## src/rtl/sd_cmd_pkg.sv

```systemverilog
package sd_cmd_pkg;

  localparam int CRC_W = 7;
  localparam logic [CRC_W-1:0] CRC_POLY = 7'h09;

  typedef enum logic [1:0] {
    RSP_NONE       = 2'd0,
    RSP_SHORT      = 2'd1,
    RSP_SHORT_BUSY = 2'd2,
    RSP_LONG       = 2'd3
  } rspKind_e;

  // strobes from control to datapath
  typedef struct packed {
    logic load;
    logic txStep;
    logic waitClr;
    logic waitStep;
    logic rxStart;
    logic rxStep;
    logic longFrame;
  } dpCtl_t;

  // conditions reported back to control
  typedef struct packed {
    logic txLast;
    logic waitExpired;
    logic rxLast;
    logic crcMatch;
  } dpStat_t;

  // one serial CRC7 step, most significant bit first
  function automatic logic [CRC_W-1:0] crcStep(input logic [CRC_W-1:0] c, input logic b);
    logic fb;
    fb = b ^ c[CRC_W-1];
    return {c[CRC_W-2:0], 1'b0} ^ (fb ? CRC_POLY : '0);
  endfunction

endpackage

```

## src/rtl/sd_cmd_dp.sv

```systemverilog
module sd_cmd_dp
  import sd_cmd_pkg::*;
#(
  parameter int IDX_W     = 6,
  parameter int ARG_W     = 32,
  parameter int TO_W      = 12,
  parameter int LONG_BITS = 136
) (
  input  logic                           clk,
  input  logic                           rstN,
  input  dpCtl_t                         ctl,
  input  logic [IDX_W-1:0]               idx,
  input  logic [ARG_W-1:0]               arg,
  input  logic [TO_W-1:0]                waitLimit,
  input  logic                           cmdIn,
  output logic                           txBit,
  output dpStat_t                        stat,
  output logic [LONG_BITS-CRC_W-2:0]     rspData
);

  localparam int HDR_BITS = 2 + IDX_W + ARG_W;
  localparam int TOK_BITS = HDR_BITS + CRC_W + 1;
  localparam int CNT_W    = $clog2(LONG_BITS + 1);
  localparam logic [CNT_W-1:0] HDR_END   = CNT_W'(HDR_BITS);
  localparam logic [CNT_W-1:0] TOK_LAST  = CNT_W'(TOK_BITS - 1);
  localparam logic [CNT_W-1:0] LONG_LAST = CNT_W'(LONG_BITS - 1);

  logic [HDR_BITS-1:0]  hdr;
  logic [CRC_W-1:0]     crc;
  logic [CNT_W-1:0]     bitCnt;
  logic [TO_W-1:0]      waitCnt;
  logic [TO_W-1:0]      limit;
  logic [LONG_BITS-1:0] rx;

  always_ff @(posedge clk or negedge rstN) begin
    if (!rstN) begin
      hdr     <= '0;
      crc     <= '0;
      bitCnt  <= '0;
      limit   <= '0;
      rx      <= '0;
      waitCnt <= '0;
    end else begin
      if (ctl.load) begin
        hdr    <= {2'b01, idx, arg};
        crc    <= '0;
        bitCnt <= '0;
        limit  <= waitLimit;
      end else if (ctl.txStep) begin
        if (bitCnt < HDR_END) begin
          crc <= crcStep(crc, hdr[HDR_BITS-1]);
          hdr <= {hdr[HDR_BITS-2:0], 1'b0};
        end else begin
          crc <= {crc[CRC_W-2:0], 1'b0};
        end
        bitCnt <= bitCnt + 1'b1;
      end else if (ctl.rxStart) begin
        // the start bit itself is a zero, which leaves a zero CRC unchanged
        rx     <= '0;
        crc    <= '0;
        bitCnt <= CNT_W'(1);
      end else if (ctl.rxStep) begin
        rx <= {rx[LONG_BITS-2:0], cmdIn};
        if (bitCnt < HDR_END) crc <= crcStep(crc, cmdIn);
        bitCnt <= bitCnt + 1'b1;
      end

      if (ctl.waitClr)       waitCnt <= '0;
      else if (ctl.waitStep) waitCnt <= waitCnt + 1'b1;
    end
  end

  always_comb begin
    if (bitCnt < HDR_END)       txBit = hdr[HDR_BITS-1];
    else if (bitCnt < TOK_LAST) txBit = crc[CRC_W-1];
    else                        txBit = 1'b1;
  end

  assign stat.txLast      = (bitCnt == TOK_LAST);
  assign stat.waitExpired = (waitCnt == limit);
  assign stat.rxLast      = (bitCnt == (ctl.longFrame ? LONG_LAST : TOK_LAST));
  assign stat.crcMatch    = (rx[CRC_W:1] == crc) && rx[0];
  assign rspData          = rx[LONG_BITS-1:CRC_W+1];

endmodule

```

## src/rtl/sd_cmd_ctrl.sv

```systemverilog
module sd_cmd_ctrl
  import sd_cmd_pkg::*;
#(
  parameter int IDX_W = 6,
  parameter int ARG_W = 32
) (
  input  logic             clk,
  input  logic             rstN,
  input  logic             start,
  input  logic [IDX_W-1:0] idx,
  input  logic [ARG_W-1:0] arg,
  input  logic [1:0]       rspType,
  input  logic             rspNoCrc,
  input  logic             cmdIn,
  input  logic             dat0In,
  input  dpStat_t          stat,
  output dpCtl_t           ctl,
  output logic             cmdOe,
  output logic             idle,
  output logic             startRefused,
  output logic             cmdToggle,
  output logic             statToggle,
  output logic             rspReady,
  output logic             rspTimeout,
  output logic             rspCrcErr
);

  localparam logic [IDX_W-1:0] DESELECT_IDX = IDX_W'(7);

  typedef enum logic [2:0] {
    S_IDLE, S_SEND, S_WAIT, S_RECV, S_CHECK, S_HOLD
  } state_e;

  state_e   state, stateNx;
  rspKind_e kind;
  logic     skipCrc, noReply;
  logic     finOk, finTo, finCrc;

  always_comb begin
    ctl           = '0;
    ctl.longFrame = (kind == RSP_LONG);
    stateNx       = state;
    finOk         = 1'b0;
    finTo         = 1'b0;
    finCrc        = 1'b0;
    case (state)
      S_IDLE: begin
        if (start) begin
          ctl.load = 1'b1;
          stateNx  = S_SEND;
        end
      end
      S_SEND: begin
        ctl.txStep = 1'b1;
        if (stat.txLast) begin
          if (noReply) begin
            finOk   = 1'b1;
            stateNx = S_IDLE;
          end else begin
            ctl.waitClr = 1'b1;
            stateNx     = S_WAIT;
          end
        end
      end
      S_WAIT: begin
        if (!cmdIn) begin
          ctl.rxStart = 1'b1;
          stateNx     = S_RECV;
        end else if (stat.waitExpired) begin
          finTo   = 1'b1;
          stateNx = S_IDLE;
        end else begin
          ctl.waitStep = 1'b1;
        end
      end
      S_RECV: begin
        ctl.rxStep = 1'b1;
        if (stat.rxLast) stateNx = S_CHECK;
      end
      S_CHECK: begin
        if (kind != RSP_LONG && !skipCrc && !stat.crcMatch) begin
          finCrc  = 1'b1;
          stateNx = S_IDLE;
        end else if (kind == RSP_SHORT_BUSY) begin
          stateNx = S_HOLD;
        end else begin
          finOk   = 1'b1;
          stateNx = S_IDLE;
        end
      end
      S_HOLD: begin
        if (dat0In) begin
          finOk   = 1'b1;
          stateNx = S_IDLE;
        end
      end
      default: stateNx = S_IDLE;
    endcase
  end

  always_ff @(posedge clk or negedge rstN) begin
    if (!rstN) begin
      state        <= S_IDLE;
      kind         <= RSP_NONE;
      skipCrc      <= 1'b0;
      noReply      <= 1'b0;
      cmdToggle    <= 1'b0;
      statToggle   <= 1'b0;
      startRefused <= 1'b0;
      rspReady     <= 1'b0;
      rspTimeout   <= 1'b0;
      rspCrcErr    <= 1'b0;
    end else begin
      state        <= stateNx;
      startRefused <= start && (state != S_IDLE);
      if (state == S_IDLE && start) begin
        kind       <= rspKind_e'(rspType);
        skipCrc    <= rspNoCrc;
        noReply    <= (rspType == RSP_NONE) || (idx == DESELECT_IDX && arg == '0);
        cmdToggle  <= ~cmdToggle;
        rspReady   <= 1'b0;
        rspTimeout <= 1'b0;
        rspCrcErr  <= 1'b0;
      end
      if (finOk || finTo || finCrc) statToggle <= cmdToggle;
      if (finOk)  rspReady   <= 1'b1;
      if (finTo)  rspTimeout <= 1'b1;
      if (finCrc) rspCrcErr  <= 1'b1;
    end
  end

  assign cmdOe = (state == S_SEND);
  assign idle  = (state == S_IDLE);

endmodule

```

## src/rtl/sd_cmd_engine.sv

```systemverilog
module sd_cmd_engine
  import sd_cmd_pkg::*;
#(
  parameter int IDX_W     = 6,
  parameter int ARG_W     = 32,
  parameter int TO_W      = 12,
  parameter int LONG_BITS = 136,
  localparam int RSP_W    = LONG_BITS - CRC_W - 1
) (
  input  logic             clk,
  input  logic             rstN,
  input  logic             start,
  input  logic [IDX_W-1:0] cmdIdx,
  input  logic [ARG_W-1:0] cmdArg,
  input  logic [1:0]       rspType,
  input  logic             rspNoCrc,
  input  logic [TO_W-1:0]  waitLimit,
  input  logic             cmdIn,
  input  logic             dat0In,
  output logic             cmdOut,
  output logic             cmdOe,
  output logic             idle,
  output logic             startRefused,
  output logic             cmdToggle,
  output logic             statToggle,
  output logic             rspReady,
  output logic             rspTimeout,
  output logic             rspCrcErr,
  output logic [RSP_W-1:0] rspData
);

  dpCtl_t  ctl;
  dpStat_t stat;
  logic    txBit;

  sd_cmd_ctrl #(.IDX_W(IDX_W), .ARG_W(ARG_W)) i_ctrl (
    .clk(clk), .rstN(rstN), .start(start), .idx(cmdIdx), .arg(cmdArg),
    .rspType(rspType), .rspNoCrc(rspNoCrc), .cmdIn(cmdIn), .dat0In(dat0In),
    .stat(stat), .ctl(ctl), .cmdOe(cmdOe), .idle(idle),
    .startRefused(startRefused), .cmdToggle(cmdToggle), .statToggle(statToggle),
    .rspReady(rspReady), .rspTimeout(rspTimeout), .rspCrcErr(rspCrcErr)
  );

  sd_cmd_dp #(.IDX_W(IDX_W), .ARG_W(ARG_W), .TO_W(TO_W), .LONG_BITS(LONG_BITS)) i_dp (
    .clk(clk), .rstN(rstN), .ctl(ctl), .idx(cmdIdx), .arg(cmdArg),
    .waitLimit(waitLimit), .cmdIn(cmdIn), .txBit(txBit), .stat(stat),
    .rspData(rspData)
  );

  assign cmdOut = cmdOe ? txBit : 1'b1;

endmodule

```

## config.mk

```make
export PLATFORM = sky130hd
export DESIGN_NAME = sd_cmd_engine
export DESIGN_NICKNAME = d
export VERILOG_FILES = /design/src/rtl/sd_cmd_pkg.sv /design/src/rtl/sd_cmd_dp.sv /design/src/rtl/sd_cmd_ctrl.sv /design/src/rtl/sd_cmd_engine.sv
export SDC_FILE = /design/constraint.sdc
export NUM_CORES = 1
export LEC_CHECK = 0
export CORE_ASPECT_RATIO = 1.1
export CORE_MARGIN = 1
export CORE_UTILIZATION = 48
export CTS_CLUSTER_SIZE = 16
export DETAILED_ROUTE_END_ITERATION = 6
export PLACE_DENSITY = 0.78
export SYNTH_ARGS = -nofsm -noshare
export SYNTH_HDL_FRONTEND = slang
export SYNTH_SLANG_ARGS = --single-unit
```

## constraint.sdc

```tcl
create_clock -name clk -period 2 [get_ports clk]
set_input_delay 0.2 -clock clk [delete_from_list [all_inputs] [get_ports clk]]
set_output_delay 0.2 -clock clk [all_outputs]
set_load 0.02 [all_outputs]
```

==> results.md <==
- Final worst setup slack: 21.9 ps
- Synthesized flop and latch total: 228
- Design area: 0.0135 sq mm
- Max FO, Critical Path: 7
- Routed WL per cell: roughly 15 um
- Syn_area_per_cell: 9.02 sq um
- Final worst path period need: 1980 ps
- Skew final: between 7 and 8 ps
- DRC: 0
- Critical path type: register to register
- Max-Cap Viols: 0
- Root buf cell: clkbuf_16
- Total number of vias: 8432
- CP peak stage delay: 550 ps
- Syn Nets: 1284
- Slew Limit Fails: 0
- Asr flop ratio synth: 100%
- Final WL: 23900 um
- Initial DRC Count: 525
- CP Capture Type: register
- Least-Margin Pin Slew: 578 ps
- FMAX: 506 MHz
- Clock buffer count from CTS: 25
- Synth Flop Type: dfrtp_1
- Initial antenna violation count: 0
- Worst R2R Setup Slack: roughly 22 ps
- Crit-path cells: buf_4 -> or4b_4 -> and3_1 -> a22oi_1 -> o311ai_1 -> a22o_1
- DIE WIDTH: 147 um
- Cell family with most CP delay: simple AND/OR/NAND/NOR gates
- Sequential fraction of the synthesis area: between 50% and 60%
- GPL Wtd Cong: about 0.90
- Floorplan Core Area: 0.0223 sq mm
- Worst min-delay path endpoint: i_dp.limit[1]$_DFFE_PN0P_
- Hold path start: waitLimit[1]
- Layout Area Growth over Synthesis: 22.8%
- Tot GR Track Use: between 20% and 30%
- Cell Area, Synth: 0.0110 sq mm
- # H-tree levels: 1
- Layout cells sized above 1: a little over a tenth
- Crit path buf inv count: 1
- Reg2reg start: i_ctrl.state[2]$_DFFE_PN0P_
- Worst Path Arrival: 2370 ps
- Detailed Routing Iterations Pass 1: 5
- Height of the die: 161 um
- VDD IR-drop max: 0.659 mV
- Sinks on Clock Net: 228
- Power, Total: between 20 and 25 mW
- Final setup vio count: 0
- Power per cell area: about 1600 mW/mm^2
- Worst r2r path cells: 6
- Post-DP Area: approximately 0.013 sq mm
- Post-synth EDFFs: 0
- N_diodes: 0
- Hold path depth: 3
- Num ports: 195
- Most common cell after layout, fill and taps aside: nand2_1
- Die ar.: 0.0236 sq mm
- Slowest CP cell: or4b_4
- Total of warnings raised by yosys: 0
- Setup tns final: 0 ps
- Synth unique cells: 58
- Hold Violations, Final: 0
- Clock latency on the worst-skew pair: slightly above 500 ps
- CTS max path bufs: 3
- Global-route wire length before repair: 40000 um
- CTS tree: built
- Hold_ws: 224 ps
- Antenna viol nets, final: 0
- Post-DP HPWL: approximately 16000 um
- Critical Path RT: approximately 2400 ps
- Clk slew on worst S/H paths: 60 ps
- Static Leakage: 5.94 nW
- Max_slew headroom: 61.5%
- # fillers: 1894
- Starting Density: a little under 50%
- Status: completed
- Largest net degree at the start of global routing: 125
- Gate Count Post-Synth: 1224
- Remaining Overflow, GRT: 0
- Port Buf Inserts: 194
- Dpl ws: -92.2 ps
- FF-to-FF End: i_dp.crc[3]$_DFFE_PN0P_
- Fin crit share: 98.9%
- Commonest non-fill, non-tap cells in the layout: nand2_1, dfrtp_1, clkdlybuf4s50_1
- Unrepaired setup endpoints after global routing: yes
- Min-delay worst type: input pin to register
- Post-DR vias/cell: 5.21
- NumNets Final: 1368
- Number of global-route vias before repair: 8241
- Startpoint Class: register
- FP Rows: 57
through the flow:
stage               cells  util [%]
floorplan            1224         -
global placement     1566      56.6
detailed placement   1566      56.6
CTS                  1610      60.2
global route         1618      60.7
finish               1618      60.7
power by group:
group          switching [mW]  total (mW)  internal, mW
Clock                    1.75        4.28          2.53
Combinational            5.33        9.77          4.44
Sequential               1.46        7.98          6.52
logic make-up after synthesis:
group,share of synthesized area [%]
adders and majority gates,0.227
muxes,4.09
buffers and inverters,11.7
DFF,51.7
and+or+nand+nor,19.3
AOI/OAI and AO/OA,10.8
xor gates and xnor gates,2.22
worst max path at each step:
stage	start	to	slack (ps)	depth (start not counted)
after detailed placement	cmdIn	i_dp.waitCnt[7]$_DFFE_PN0P_	-90	6
after floorplan	i_ctrl.state[1]$_DFFE_PN0P_	i_ctrl.rspReady$_DFFE_PN0P_	100	6
after CTS	i_ctrl.state[2]$_DFFE_PN0P_	cmdOut	3	4
final	i_ctrl.state[2]$_DFFE_PN0P_	i_dp.crc[3]$_DFFE_PN0P_	20	6
after global placement	cmdIn	i_dp.crc[3]$_DFFE_PN0P_	-40	6
after global routing	i_dp.bitCnt[6]$_DFFE_PN0P_	cmdOut	-80	5
layout make-up:
| class | instances | area (sq um) | area share, % |
|---|---|---|---|
| inverters | 2 | 10.0 | 0.0739 |
| clock inverters | 6 | 30.0 | 0.222 |
| repair buffers | 258 | 2550 | 18.8 |
| flip-flops and latches | 228 | 5710 | 42.2 |
| clock buffers | 36 | 737 | 5.44 |
| multi-input cells | 793 | 4140 | 30.6 |
| well taps | 295 | 369 | 2.72 |
per-layer routing:
layer / part of all wire (%) / GRT usage (%) / up-vias
li1: - / - / 4097
met3: 5.3 / 3.39 / 48
met4: 2.1 / 6.25 / 0
met5: 0 / 0 / -
met2: 49 / 33.8 / 232
met1: 44 / 27.6 / 4055
sequential cells by signal (all words and copies together), names as in the netlist:
signal,count
i_ctrl.rspCrcErr,1
i_dp.waitCnt,12
i_ctrl.skipCrc,1
i_dp.rx,136
i_ctrl.noReply,1
i_ctrl.statToggle,1
i_ctrl.rspTimeout,1
i_dp.limit,12
i_ctrl.cmdToggle,1
i_ctrl.kind,2
i_dp.crc,7
i_ctrl.state,3
i_dp.bitCnt,8
i_dp.hdr,40
i_ctrl.rspReady,1
i_ctrl.startRefused,1
what timing repair did:
item / CTS / global route
endpoints found under the hold margin: 66 / 0
buffers inserted: 1 / 8
hold buffers: 1 / 0
gates resized for setup: 18 / 19
pin swaps: 2 / 6
setup endpoints to repair: 4 / 14
cells in the mapped netlist (7+ instances only):
| cell type | number | area, sq um |
|---|---|---|
| o21ai_1 | 26 | 130 |
| nand2_1 | 399 | 1500 |
| nand3_1 | 11 | 55.1 |
| nor2_1 | 20 | 75.1 |
| xor2_1 | 17 | 149 |
| buf_2 | 21 | 105 |
| buf_4 | 129 | 968 |
| xnor2_1 | 11 | 96.3 |
| nor4_1 | 9 | 56.3 |
| dfrtp_1 | 228 | 5710 |
| or4_1 | 7 | 52.6 |
| mux2i_1 | 44 | 440 |
| o21ai_0 | 24 | 120 |
| nand4_1 | 12 | 75.1 |
| clkbuf_1 | 48 | 180 |
| a21oi_1 | 146 | 731 |
worst min-delay path: stages:
cell	delay, ps
clkdlybuf4s50_1	400
nand2_1	60
nand2_1	40
No activity file was read; power rests on OpenSTA's default activity.
